[src/rtl/dag_pkg.sv]
package dag_pkg;
  localparam int unsigned DATA_W = 16;
  localparam int unsigned NUM_AR = 8;
  localparam int unsigned PTR_W  = $clog2(NUM_AR);
  localparam int unsigned PAGE_W = 9;
  localparam int unsigned OFFS_W = DATA_W - PAGE_W;
  localparam int unsigned OP_W   = 3;

  typedef enum logic [OP_W-1:0] {
    UPD_NONE = 3'd0,
    UPD_INC  = 3'd1,
    UPD_DEC  = 3'd2,
    UPD_ADD0 = 3'd3,
    UPD_SUB0 = 3'd4
  } upd_op_e;
endpackage

[src/rtl/dag_aux_alu.sv]
module dag_aux_alu #(
  parameter int unsigned W    = dag_pkg::DATA_W,
  parameter int unsigned OP_W = dag_pkg::OP_W
) (
  input  logic [W-1:0]    cur_i,
  input  logic [W-1:0]    idx_i,
  input  logic [OP_W-1:0] op_i,
  output logic [W-1:0]    nxt_o,
  output logic            upd_o
);
  import dag_pkg::*;
  localparam logic [W-1:0] ONE = {{(W-1){1'b0}}, 1'b1};

  always_comb begin
    nxt_o = cur_i;
    upd_o = 1'b1;
    case (op_i)
      UPD_INC:  nxt_o = cur_i + ONE;
      UPD_DEC:  nxt_o = cur_i - ONE;
      UPD_ADD0: nxt_o = cur_i + idx_i;
      UPD_SUB0: nxt_o = cur_i - idx_i;
      default:  upd_o = 1'b0;
    endcase
  end
endmodule

[src/rtl/dag_ar_bank.sv]
module dag_ar_bank #(
  parameter int unsigned W  = dag_pkg::DATA_W,
  parameter int unsigned N  = dag_pkg::NUM_AR,
  parameter int unsigned PW = dag_pkg::PTR_W
) (
  input  logic          clk_i,
  input  logic          rst_ni,
  input  logic          ld_i,
  input  logic [PW-1:0] ld_sel_i,
  input  logic [W-1:0]  ld_data_i,
  input  logic          upd_i,
  input  logic [PW-1:0] upd_sel_i,
  input  logic [W-1:0]  upd_data_i,
  input  logic [PW-1:0] rd_sel_i,
  output logic [W-1:0]  rd_data_o,
  output logic [W-1:0]  ar0_o
);
  logic [W-1:0] ar_w [N];

  for (genvar i = 0; i < N; i++) begin : g_ar
    logic [W-1:0] q;
    logic         hit_ld, hit_upd;
    assign hit_ld  = ld_i  && (ld_sel_i  == PW'(i));
    assign hit_upd = upd_i && (upd_sel_i == PW'(i));
    always_ff @(posedge clk_i or negedge rst_ni) begin
      if (!rst_ni)      q <= '0;
      else if (hit_ld)  q <= ld_data_i;   // load wins over update
      else if (hit_upd) q <= upd_data_i;
    end
    assign ar_w[i] = q;
  end

  assign rd_data_o = ar_w[rd_sel_i];
  assign ar0_o     = ar_w[0];
endmodule

[src/rtl/dag_ptr_ctrl.sv]
module dag_ptr_ctrl #(
  parameter int unsigned PW = dag_pkg::PTR_W
) (
  input  logic          clk_i,
  input  logic          rst_ni,
  input  logic          ld_i,
  input  logic [PW-1:0] d_i,
  output logic [PW-1:0] ptr_o,
  output logic [PW-1:0] bkp_o
);
  always_ff @(posedge clk_i or negedge rst_ni) begin
    if (!rst_ni) begin
      ptr_o <= '0;
      bkp_o <= '0;
    end else if (ld_i) begin
      bkp_o <= ptr_o;
      ptr_o <= d_i;
    end
  end
endmodule

[src/rtl/data_addr_gen.sv]
module data_addr_gen (
  input  logic        clk_i,
  input  logic        rst_ni,
  input  logic        mode_i,
  input  logic        acc_en_i,
  input  logic [2:0]  upd_op_i,
  input  logic [15:0] insn_i,
  input  logic        page_ld_i,
  input  logic [8:0]  page_d_i,
  input  logic        ar_ld_i,
  input  logic [2:0]  ar_sel_i,
  input  logic [15:0] ar_d_i,
  input  logic        ptr_ld_i,
  input  logic [2:0]  ptr_d_i,
  output logic [15:0] addr_o,
  output logic [2:0]  ptr_o,
  output logic [2:0]  ptr_bkp_o
);
  import dag_pkg::*;

  logic [PAGE_W-1:0] page_q;
  logic [DATA_W-1:0] ar_rd, ar0, ar_nxt;
  logic              alu_upd, do_upd;

  always_ff @(posedge clk_i or negedge rst_ni) begin
    if (!rst_ni)        page_q <= '0;
    else if (page_ld_i) page_q <= page_d_i;
  end

  dag_ptr_ctrl #(.PW(PTR_W)) u_ptr (
    .clk_i (clk_i),
    .rst_ni(rst_ni),
    .ld_i  (ptr_ld_i),
    .d_i   (ptr_d_i),
    .ptr_o (ptr_o),
    .bkp_o (ptr_bkp_o)
  );

  dag_aux_alu #(.W(DATA_W), .OP_W(OP_W)) u_alu (
    .cur_i(ar_rd),
    .idx_i(ar0),
    .op_i (upd_op_i),
    .nxt_o(ar_nxt),
    .upd_o(alu_upd)
  );

  assign do_upd = mode_i && acc_en_i && alu_upd;

  dag_ar_bank #(.W(DATA_W), .N(NUM_AR), .PW(PTR_W)) u_bank (
    .clk_i     (clk_i),
    .rst_ni    (rst_ni),
    .ld_i      (ar_ld_i),
    .ld_sel_i  (ar_sel_i),
    .ld_data_i (ar_d_i),
    .upd_i     (do_upd),
    .upd_sel_i (ptr_o),
    .upd_data_i(ar_nxt),
    .rd_sel_i  (ptr_o),
    .rd_data_o (ar_rd),
    .ar0_o     (ar0)
  );

  assign addr_o = mode_i ? ar_rd : {page_q, insn_i[OFFS_W-1:0]};
endmodule

[config.mk]
export PLATFORM = sky130hd
export DESIGN_NAME = data_addr_gen
export DESIGN_NICKNAME = d
export VERILOG_FILES = /design/src/rtl/dag_pkg.sv /design/src/rtl/dag_aux_alu.sv /design/src/rtl/dag_ar_bank.sv /design/src/rtl/dag_ptr_ctrl.sv /design/src/rtl/data_addr_gen.sv
export SDC_FILE = /design/constraint.sdc
export NUM_CORES = 1
export LEC_CHECK = 0
export ABC_CLOCK_PERIOD_IN_PS = 4250
export BUFFER_PORTS_ARGS = -buffer_cell sky130_fd_sc_hd__buf_2
export CAP_MARGIN = 15
export CORE_MARGIN = 1
export CORE_UTILIZATION = 50
export CTS_BUF_LIST = sky130_fd_sc_hd__clkbuf_16
export DETAILED_ROUTE_END_ITERATION = 10
export GPL_ROUTABILITY_DRIVEN = 0
export PLACE_DENSITY = 0.77
export REMOVE_ABC_BUFFERS = 1
export SLEW_MARGIN = 30
export SYNTH_ARGS = -nofsm -noshare
export SYNTH_HDL_FRONTEND = slang
export SYNTH_SLANG_ARGS = --single-unit
[constraint.sdc]
create_clock -name clk_i -period 4.25 [get_ports clk_i]
set_clock_uncertainty 0.05 [all_clocks]
set_input_delay 0.6375 -clock clk_i [delete_from_list [all_inputs] [get_ports clk_i]]
set_output_delay 0.6375 -clock clk_i [all_outputs]
set_load 0.01 [all_outputs]
## After elaboration in Yosys (flattened, before gate mapping)

Cells that the tools add are included.

| cells by class | value |
|---|---|
| add/subtract/negate cells | 4 |
| order comparisons | 1 |
| equality and inequality tests | 18 |
| muxes and demuxes | 22 |
| bitwise operators | 1 |
| reduce and logical (&&, ||, !) cells | 29 |

Operators by type and width:

| cell | number |
|---|---|
| 2-to-1 mux 16 bit | 19 |
| case mux 16 bit (4 select lines) | 1 |
| binary-select mux 16 bit (select 3 bit) | 1 |
| == test 3 bit (second input constant) | 9 |
| == test 3 x 2 -> 1 bit (second input constant) | 6 |
| logical AND 1 bit | 18 |
| adder 16 x 1 -> 16 bit (second input constant) | 1 |
| adder 16 bit | 1 |
| nonzero test 2 bit | 8 |
| subtractor 16 x 1 -> 16 bit (second input constant) | 1 |
| subtractor 16 bit | 1 |
| == test 3 x 1 -> 1 bit (second input constant) | 3 |
| logical NOT 3 bit | 2 |
| >= comparator 4 bit (second input constant) | 1 |
| inverter 3 -> 4 bit | 1 |
| OR reduction 4 bit | 1 |
| 2-to-1 mux 1 bit | 1 |

| storage, ports and cells | value |
|---|---|
| register bits after elaboration | 143 |
| input port bits | 57 |
| output and inout port bits | 22 |
| word-level logic and storage cells | 86 |

## Logic depth before layout (Yosys ltp)

| depth | value |
|---|---|
| word-level depth | 8 |
| gate-level depth with buffers | 16 |
| mapped depth without buffers | 16 |

## Modules after synthesis

From an unflattened synthesis, not the netlist that was laid out.

| unflattened totals | value |
|---|---|
| cells, all modules | 918 |
| area total of the unflattened synthesis | 9,471.6 um2 |

By module, submodules not included:

| module | times used | cells an instance | area each (um2) | sequential area each (um2) |
|---|---|---|---|---|
| dag_ar_bank | 1 | 656 | 7,214.4 | 3,203.1 |
| dag_aux_alu | 1 | 211 | 1,421.4 | 0.0 |
| data_addr_gen | 1 | 38 | 584.3 | 225.2 |
| dag_ptr_ctrl | 1 | 13 | 251.5 | 150.1 |

## Worst setup path before layout

No wires, ideal clock.

| timing | value |
|---|---|
| path kind | reg2reg |
| start | reg u_bank.g_ar[0].q[4], in the netlist u_bank.ar0_o[4] |
| end | reg u_bank.g_ar[0].q[15], in the netlist u_bank.ar0_o[15] |
| library setup time | 0.135 ns |
| arrival time | 3.420 ns |
| data required time | 4.065 ns |
| path slack | 0.645 ns |
| cell stages (with the launch flop) | 16 |
| buffers on the path | 1 |
| period minus slack after synthesis | 3.605 ns |
| cells stage by stage | dfrtp_1 > nor4_4 > nand2_2 > or2_1 > or4_4 > xor2_1 > o22ai_1 > ha_1 > clkbuf_1 > a21o_1 > o21bai_1 > a21oi_1 > o21ai_1 > xor2_1 > mux2i_2 > o21ai_1 |

| between the ends | value |
|---|---|
| longest elaborated chain between the ends | 7 |
| elaborated cells on any way between the ends | 10 |
| classes of those cells | add/sub: 4; mux: 6 |

RTL lines:

| element | line | RTL |
|---|---|---|
| start, declared | dag_ar_bank.sv:21 | `logic [W-1:0] q;` |
| start signal, assigned | dag_ar_bank.sv:27 | `else if (hit_ld) q <= ld_data_i;` |
| start signal, assigned | dag_ar_bank.sv:28 | `else if (hit_upd) q <= upd_data_i;` |
| binary-select mux 16 bit (select 3 bit) | dag_ar_bank.sv:33 | `assign rd_data_o = ar_w[rd_sel_i];` |
| 2-to-1 mux 16 bit (implied by the code) (2 in a row) | dag_ar_bank.sv:33 |  |
| subtractor 16 bit, or another cell as far along | dag_aux_alu.sv:21 | `UPD_SUB0: nxt_o = cur_i - idx_i;` |
| case mux 16 bit (4 select lines) * | dag_aux_alu.sv:17 | `case (op_i)` |
| 2-to-1 mux 16 bit * | dag_ar_bank.sv:28 |  |
| 2-to-1 mux 16 bit * | dag_ar_bank.sv:27 |  |

Every way passes the cells marked *; elsewhere a longest branch is shown, timed or not. The select of a mux whose other input is x is not followed.
A chain may end at the register's enable or synchronous reset.

## Worst setup path after layout

| timing | value |
|---|---|
| start | reg u_bank.g_ar[0].q[4], in the netlist u_bank.ar0_o[4] |
| end | reg u_bank.g_ar[4].q[15] |

| between the ends | value |
|---|---|
| longest elaborated chain between the ends | 7 |
| elaborated cells on any way between the ends | 10 |
| classes of those cells | add/sub: 4; mux: 6 |

RTL lines:

| element | line |
|---|---|
| binary-select mux 16 bit (select 3 bit) | dag_ar_bank.sv:33 |
| 2-to-1 mux 16 bit (implied by the code) (2 in a row) | dag_ar_bank.sv:33 |
| subtractor 16 bit, or another cell as far along | dag_aux_alu.sv:21 |
| case mux 16 bit (4 select lines) * | dag_aux_alu.sv:17 |
| 2-to-1 mux 16 bit * | dag_ar_bank.sv:28 |
| 2-to-1 mux 16 bit * | dag_ar_bank.sv:27 |
| end signal, assigned | dag_ar_bank.sv:27 |
| end signal, assigned | dag_ar_bank.sv:28 |
| end, declared | dag_ar_bank.sv:21 |

Marked as above.

==> impl_metrics.json <==
{
  "netlist_area_um2": 9107,
  "startpoint": "u_bank.ar0_o[4]",
  "grt_pass1_wl_mm": 45.04,
  "cts-root-buf": "clkbuf_16",
  "die_w_um": 137.0,
  "start_util_pct": 51.93,
  "num-nets-final": 1172,
  "crit_arrival_ps": 4300,
  "place_hpwl_mm": 19.84,
  "grt_remaining_overflow": 0,
  "power_leakage_nw": 4.414,
  "finalHoldViolCount": 0,
  "path_class": "reg -> reg",
  "clk_pin_slew_ps": 60,
  "r2r-start": "u_bank.ar0_o[4]",
  "path_common_cell": "o21ai_1",
  "setup_violations": 0,
  "cp_max_fo": 8,
  "track_usage_pct": 32.65,
  "diodes": 0,
  "report.final.slew_viol_count": 0,
  "vias": 8723,
  "grt_pass1_vias": 8283,
  "clock-sinks": 143,
  "regToRegSetupSlack_ps": 220,
  "ir_drop_mv": 0.4166,
  "synth_edf_count": 0,
  "clock_tree.buffer_depth": 2,
  "drt-total-wl_mm": 29.88,
  "ys.flop_type": "dfrtp_1",
  "path_buf_inv": 1,
  "die_area_um2": 18760,
  "power.density_nw_per_um2": 570.3,
  "syn_to_final_growth_pct": 14.60,
  "cts_hold_buf": 0,
  "min_path_type": "in -> async",
  "cts_buffers": 17,
  "cpPeakStageDelay_ps": 450,
  "cp_top_family": "simple AND/OR/NAND/NOR gates",
  "cts_max_level": 4,
  "reg2reg_to": "u_bank.g_ar[4].q[15]",
  "holdWs_ps": 230.7,
  "cts_tree": "built",
  "seq_area_frac_synth_pct": 39.29,
  "fmax_mhz": 248.1,
  "ff2ff_path_depth": 16,
  "clock_latency_ps": 430,
  "yosys_warnings": 0,
  "antenna_found_initial": 0,
  "endpoint_kind": "flip-flop",
  "syn_inst": 1045,
  "cpMaxStageDelayCell": "or4_4",
  "rsz0062_at_grt": "false",
  "avgSynthCellArea_um2": 8.715,
  "firstDrtPassIters": 6,
  "worst_slack_ps": 218.7,
  "wl_per_cell_um": 22.36,
  "drc": 0,
  "cap_viol_max_count": 0,
  "ys_seq_elements": 143,
  "min_period_ps": 4031,
  "grt_max_degree": 99,
  "relSlewSlack_pct": 29.09,
  "drt_iter0_drc": 1158,
  "worstSetupPathDepth": 16,
  "status": "finished, final reports clean",
  "async_reset_ff_share_pct": 100.0,
  "synth_cell_type_count": 66,
  "drive_gt1_share_pct": 21.87,
  "mostFrequentLayoutCells": "153 x nand2_1, 141 x dfrtp_1, 112 x a21oi_1",
  "portBuffers": 69,
  "coreArea_um2": 17540,
  "path_cells": "nor4_4 > nand2_2 > or2_1 > or4_4 > nor2_4 > xnor2_1 > o22ai_2 > ha_1 > nand2_1 > nor2_1 > nand3_1 > o21ai_1 > xor2_1 > mux2i_2 > buf_4 > o21ai_1",
  "ios": 79,
  "period_share_pct": 94.85,
  "routed_via_density": 6.529,
  "drtAntennaViolNets": 0,
  "required_ps": 4520,
  "crit_path_end": "u_bank.g_ar[4].q[15]",
  "die_h_um": 137.0,
  "rows": 48,
  "worstMarginPinSlew_ps": 1063,
  "start_kind": "flip-flop",
  "dp_slack_ps": 197.3,
  "final_common_cell": "nand2_1"
}
-- through the flow --
step / utilization [%] / power (mW) / setup TNS, ps / area, um^2 / instances
2_1_floorplan: - / 3.434 / -2250 / 8745 / 963
3_3_place_gp: 55.69 / 4.159 / 0 / 9766 / 1304
3_5_place_dp: 55.71 / 4.236 / 0 / 9771 / 1304
4_1_cts: 59.32 / 5.870 / 0 / 10400 / 1336
5_1_grt: 59.52 / 6.219 / 0 / 10440 / 1336
6_report: 59.52 / 5.953 / 0 / 10440 / 1336
-- cell families (layout without fill, tap and decap cells) --
logic type / Yosys count / count (layout) / share of synthesized area, %
simple gates: 379 / 379 / 18.53
compound gates: 312 / 312 / 19.23
flops: 143 / 143 / 39.29
buf+inv: 90 / 156 / 4.314
mux: 78 / 78 / 13.63
xor+xnor: 26 / 26 / 2.583
fa+ha+maj: 17 / 17 / 2.418
-- worst min path at each step --
stage / from / endpoint / slack [ps] / cells after the start
finish: rst_ni / u_bank.g_ar[4].q[14] / 230 / 1
global route: rst_ni / page_q[2] / 310 / 1
CTS: rst_ni / page_q[2] / 300 / 1
detailed placement: page_q[6] / page_q[6] / 440 / 1
global placement: u_ptr.bkp_o[2] / u_ptr.bkp_o[2] / 430 / 1
floorplan: rst_ni / page_q[0] / 290 / 0
-- flip-flops by register name (all words and copies together) (netlist names) --
name	flops
u_bank.ar0_o	16
page_q	9
u_bank.g_ar.q	112
u_ptr.bkp_o	3
u_ptr.ptr_o	3
-- synthesized netlist by cell type (3+ instances only) --
library cell	number	area [um^2]
a21o_1	7	52.55
and3_1	26	162.7
buf_1	19	71.32
nor3_2	3	30.03
or3_1	4	25.02
nor3_1	9	45.04
xor2_1	10	87.58
a31oi_1	11	68.82
mux2_2	32	360.4
o21ai_1	81	405.4
xnor2_1	15	131.4
inv_1	7	26.28
ha_1	16	200.2
o21ai_0	47	235.2
clkbuf_1	35	131.4
o21a_1	15	112.6
nor2_1	118	442.9
mux2i_1	12	120.1
nand3_1	34	170.2
buf_2	22	110.1
mux4_2	31	698.2
buf_4	3	22.52
o22ai_1	19	118.9
nand2b_1	8	50.05
nor2b_1	7	43.79
nand2_1	153	574.3
dfrtp_1	143	3578
nand4_1	3	18.77
a21oi_1	112	560.5
-- area by class of cell --
class	instances	area, um^2
fillers	1481	7099
multi-input cells	812	5194
flip-flops and latches	143	3581
repair buffers	116	719.4
clock buffers	17	425.4
well taps	225	281.5
clock inverters	15	206.4
inverters	8	30.03
-- power breakdown --
group	internal [mW]	switching, mW	leakage (nW)
clock network	0.990	0.626	0.305
logic	1.00	1.33	2.39
registers	1.73	0.279	1.72
-- per-layer routing --
layer / track usage (%) / part of all wire (%)
met5: 0 / 0
met4: 18.74 / 4.9
met3: 6.593 / 11
met2: 50.73 / 46
met1: 42.43 / 38
-- what timing repair did --
item | in CTS | in global routing
resized for setup | 0 | 2
endpoints found under the setup margin | 0 | 11
endpoints found under the hold margin | 0 | 0
buffers inserted | 0 | 0
Power figures use the tool's default switching activity.
